### src/rtl/quad_modem_ctl.sv
module quad_modem_ctl #(
  parameter int NCH = 4,
  parameter logic [2:0] CTRL_ADDR = 3'd4,
  parameter logic [2:0] STAT_ADDR = 3'd6
) (
  input  logic           clk,
  input  logic           rst,
  input  logic [NCH-1:0] cs_n,
  input  logic [2:0]     addr,
  input  logic           wr_en,
  input  logic           rd_en,
  input  logic [7:0]     wdata,
  output logic [7:0]     rdata,
  input  logic [NCH-1:0] cts_n,
  input  logic [NCH-1:0] dsr_n,
  input  logic [NCH-1:0] ri_n,
  input  logic [NCH-1:0] dcd_n,
  output logic [NCH-1:0] dtr_n,
  output logic [NCH-1:0] rts_n,
  output logic [NCH-1:0] out1_n,
  input  logic           int_strap,
  input  logic [NCH-1:0] irq_req,
  output logic [NCH-1:0] irq_val,
  output logic [NCH-1:0] irq_oe
);
  localparam int CW = (NCH > 1) ? $clog2(NCH) : 1;

  logic [3:0] ctrl_w [NCH];
  logic [3:0] lvl_w  [NCH];
  logic [3:0] flag_w [NCH];
  logic [CW-1:0] rch;
  logic          rhit;

  always_comb begin
    rhit = 1'b0;
    rch  = '0;
    for (int i = NCH - 1; i >= 0; i--)
      if (!cs_n[i]) begin
        rhit = 1'b1;
        rch  = CW'(i);
      end
  end

  always_comb begin
    rdata = '0;
    if (rd_en && rhit) begin
      if (addr == CTRL_ADDR)      rdata = {4'h0, ctrl_w[rch]};
      else if (addr == STAT_ADDR) rdata = {lvl_w[rch], flag_w[rch]};
    end
  end

  assign irq_val = irq_req;

  for (genvar ch = 0; ch < NCH; ch++) begin : g_ch
    logic [3:0] ctrl_q, sync_a, sync_b, flag_q, flag_set;
    logic       wr_hit, clr;

    assign wr_hit = wr_en && !cs_n[ch] && (addr == CTRL_ADDR);
    assign clr    = rd_en && rhit && (rch == CW'(ch)) && (addr == STAT_ADDR);
    assign flag_set = {sync_a[3] ^ sync_b[3], sync_b[2] & ~sync_a[2],
                       sync_a[1] ^ sync_b[1], sync_a[0] ^ sync_b[0]};

    always_ff @(posedge clk or posedge rst) begin
      if (rst) begin
        ctrl_q <= '0;
        sync_a <= '0;
        sync_b <= '0;
        flag_q <= '0;
      end else begin
        if (wr_hit) ctrl_q <= wdata[3:0];
        sync_a <= ~{dcd_n[ch], ri_n[ch], dsr_n[ch], cts_n[ch]};
        sync_b <= sync_a;
        flag_q <= (clr ? 4'h0 : flag_q) | flag_set;
      end
    end

    assign ctrl_w[ch] = ctrl_q;
    assign lvl_w[ch]  = sync_b;
    assign flag_w[ch] = flag_q;
    assign dtr_n[ch]  = ~ctrl_q[0];
    assign rts_n[ch]  = ~ctrl_q[1];
    assign out1_n[ch] = ~ctrl_q[2];
    assign irq_oe[ch] = int_strap | ctrl_q[3];

    p_write_dtr_r3: assert property (@(posedge clk) disable iff (rst)
      (wr_en && !cs_n[ch] && addr == CTRL_ADDR) |=> (dtr_n[ch] == !$past(wdata[0])));

    p_unsel_hold_r1: assert property (@(posedge clk) disable iff (rst)
      (!wr_en || cs_n[ch]) |=> ($stable(dtr_n[ch]) && $stable(rts_n[ch]) && $stable(out1_n[ch])));

    p_oe_out2_r8: assert property (@(posedge clk) disable iff (rst)
      (!int_strap && $past(wr_en && !cs_n[ch] && addr == CTRL_ADDR)) |-> (irq_oe[ch] == $past(wdata[3])));
  end

  p_dtr_reset_r4: assert property (@(posedge clk) rst |=> (dtr_n == '1 && rts_n == '1 && out1_n == '1));

  p_strap_oe_r9: assert property (@(posedge clk) disable iff (rst)
    int_strap |-> (irq_oe == '1));

  p_rdata_idle_r11: assert property (@(posedge clk) disable iff (rst)
    (!rd_en || cs_n == '1) |-> (rdata == 8'h00));
endmodule

### config.mk
export PLATFORM = sky130hd
export DESIGN_NAME = quad_modem_ctl
export DESIGN_NICKNAME = d
export VERILOG_FILES = /design/src/rtl/quad_modem_ctl.sv
export SDC_FILE = /design/constraint.sdc
export NUM_CORES = 1
export LEC_CHECK = 0
export BUFFER_PORTS_ARGS = -buffer_cell sky130_fd_sc_hd__buf_2
export CAP_MARGIN = 5
export CORE_MARGIN = 5
export CORE_UTILIZATION = 40
export CTS_CLUSTER_DIAMETER = 150
export DETAILED_ROUTE_END_ITERATION = 10
export HOLD_SLACK_MARGIN = 0.06
export MAX_ROUTING_LAYER = met4
export SYNTH_ARGS = -nofsm -noshare
export SYNTH_HDL_FRONTEND = slang
export SYNTH_SLANG_ARGS = --single-unit
### constraint.sdc
create_clock -name clk -period 3.7 [get_ports clk]
set_input_delay 0.37 -clock clk [delete_from_list [all_inputs] [get_ports clk]]
set_output_delay 0.37 -clock clk [all_outputs]
set_load 0.05 [all_outputs]
==> impl_metrics.yaml <==
clocking:
  cts.repair.resized: 0
  h-tree-depth: 3
  postCtsSetupRepairBufs: 0
  hold_buffers: 0
  cts_made_buffers: 9
  clk_pin_slew_ps: 70
  clock_sink_count: 64
  clock_tree_buffer_depth: 2
  clkLatencyLatePin_ps: 330
  clock_tree.root_cell: "clkbuf_8"
  tritoncts_clock_tree: "built"
sta:
  worst-slew-pin-transition_ps: 831
  setup_repair_after_global_routing_missed_its_margin: "no"
  timing.final.setup_violations: 0
  min_period_ps: 2400
  fin_max_slew_vios: 0
  relative_slew_margins: 0.445
  worst_slack_ps: 1300
  finalCritPeriodShare: 0.649
  clock_skew_ps: 3.92
  final-hold-violation-count: 0
  setup_total_negative_slack_ps: 0
  timing.fmax_ghz: 0.417
floorplanning:
  fp.dieArea_sq_mm: 0.00864
  pin_count: 68
  die_height_um: 93.0
  fp.dieW_um: 93.0
  rows: 30
  start_util: 0.408
  design.core.area_sq_mm: 0.00676
synth:
  synth-edff-count: 0
  yosys_register_bits: 64
  synth_largest_type_area_fraction: 0.582
  synthesis.area_per_instance_sq_um: 11.6
  synth_commonest_cells: "dfrtp_1 (64), inv_1 (35), nand2_1 (17), mux2_2 (16), a21oi_1 (12)"
  mappedNetlistNets: 277
  seq_area_frac_synth: 0.582
  synth_async_sr_flop_share: 1.00
  netlist_area_sq_mm: 0.00275
  netlist-cell-type-count: 37
  synth_area_leader_cell: "dfrtp_1"
  synth_flop_cell: "dfrtp_1"
  synthMostInstantiatedCell: "dfrtp_1"
  synthesis.yosys.warnings: 0
  netlist_instances: 237
  ys_top_cells_by_area: "dfrtp_1 (58%), mux2_2 (6.5%), inv_1 (4.8%)"
run_status:
  run_status: "completed"
global_route:
  number_of_antenna_violations_at_the_first_check_in_global_routing: 0
  grt_first_pass_wirelength_um: 9690
  grt_start_max_net_pins: 41
  first_global_vias: 1963
  grt.total_usage: 0.153
  grt_overflow_total: 0
placed_design:
  portBuffers: 55
  post-place-ws_ps: 1330
  gpl.final_weighted_congestion: 0.957
  hpwl_um: 4370
setup_path:
  critical-path-slowest-cell: "and4b_1"
  worstPathCellList: "buf_2 > and4b_1 > a221o_1 > a2bb2oi_1 > a221oi_1 > buf_2"
  critPathTopFamily: "buffers and inverters"
  timing.critical_path.mode_cell: "buf_2"
  critical_path_buffer_and_inverter_count: 2
  required_time_of_the_critical_path_ps: 3330
  max_stage_delay_ps: 500
  wp_data_arrival_ps: 2030
  path_max_fanout: 19
  cp-end-kind: "output port"
  worstSetupStartpointType: "input pin"
  crit_type: "input pin to output port"
power_and_ir_drop:
  internal_power_mw: 1.22
  clock_power_share: 0.340
  vdd_ir_drop_max_mv: 0.276
  share_seq_of_total_power: 0.461
  p_sw_uw: 535
  total_leakage_power_nw: 1.59
  power_frac_comb: 0.199
  switching_share: 0.305
  power.density_cell_area_mw_per_mm2: 537
route:
  wl_met2_um: 2740
  drt_drc: 0
  drtAntennaViolNets: 0
  met1Wirelength_um: 2660
  detail_route.wl_per_cell_um: 15.6
  routed_length_on_met3_um: 430
  drt-total-wl_um: 5910
  detail_route.vias_per_cell: 4.93
  drt_pass1_iterations: 4
  first_iter_violations: 86
  vias: 1872
  highest_metal_used: "met4"
layout:
  filler_cell_count: 645
  areaGrowthSynthToFinish_pct: 18.7
  num_antenna_cells: 0
  finalNetCount: 335
  layout-drive-gt1-share: 0.323
min_path:
  min_path_type: "input pin to flip-flop"
flow_run:
  maxCapViolations: 0
area by class of cell:
class,instances,area [sq um],area share
multi-input cells,129,955,0.292
clock inverters,3,40.0,0.0122
inverters,35,131,0.0402
clock buffers,13,159,0.0486
repair buffers,56,283,0.0865
well taps,80,100,0.0306
flip-flops and latches,64,1600,0.490
flip-flops by register name (all words and copies together), names as in the netlist:
name	cells
g_ch.ctrl_q	16
g_ch.flag_q	16
g_ch.sync_a	16
g_ch.sync_b	16
power groups by stage:
stage	clock network [mW]	registers [mW]	logic, mW
floorplan	0	0.806	0.287
global placement	0	0.820	0.348
detailed placement	0	0.823	0.353
CTS	0.621	0.809	0.353
global route	0.649	0.817	0.378
finish	0.597	0.809	0.349
layer usage:
metal,vias up,GRT usage
met3,6,0.0483
met5,-,-
li1,915,-
met2,66,0.229
met1,885,0.193
met4,0,0.0598
layout by cell type, fill, tap and decap left out, drive strengths merged, types with 5 or more instances in the layout:
cell and n:
a21o 9, a21oi 12, a22oi 8, buf 56
clkbuf 13, dfrtp 64, inv 35, mux2 16
nand2 17, nor2b 7, or2 5, xor2 9
cells by family after synthesis:
kind of cell              count (synthesis)  share of synthesized area
DFF                                      64                      0.582
AOI/OAI and AO/OA                        52                      0.142
and+or+nand+nor                          49                      0.101
buffers and inverters                    44                     0.0718
muxes                                    16                     0.0654
xor gates and xnor gates                 12                     0.0382
final timing paths:
path                                   start                 to  slack [ps]  depth (start not counted)
max reg2reg                g_ch[3].sync_a[3]  g_ch[3].flag_q[3]        2880                          2
min reg2reg                g_ch[0].sync_a[2]  g_ch[0].sync_b[2]         370                          0
min in group asynchronous                rst  g_ch[2].ctrl_q[0]         190                          2
max                                  cs_n[0]           rdata[0]        1300                          6
min                                  ri_n[2]  g_ch[2].sync_a[2]         160                          2
max in group asynchronous                rst  g_ch[2].sync_b[1]        2680                          3
metrics by stage:
stage               instance area [sq um]  power, mW  hold slack [ps]  cells  utilization
global placement                     3070       1.17              361    364        0.454
CTS                                  3270       1.78              145    380        0.484
finish                               3270       1.75              164    380        0.484
global route                         3270       1.84              141    380        0.484
detailed placement                   3070       1.18              359    364        0.454
floorplan                            2750       1.09              349    237            -
(Power assumes the default switching activity.)
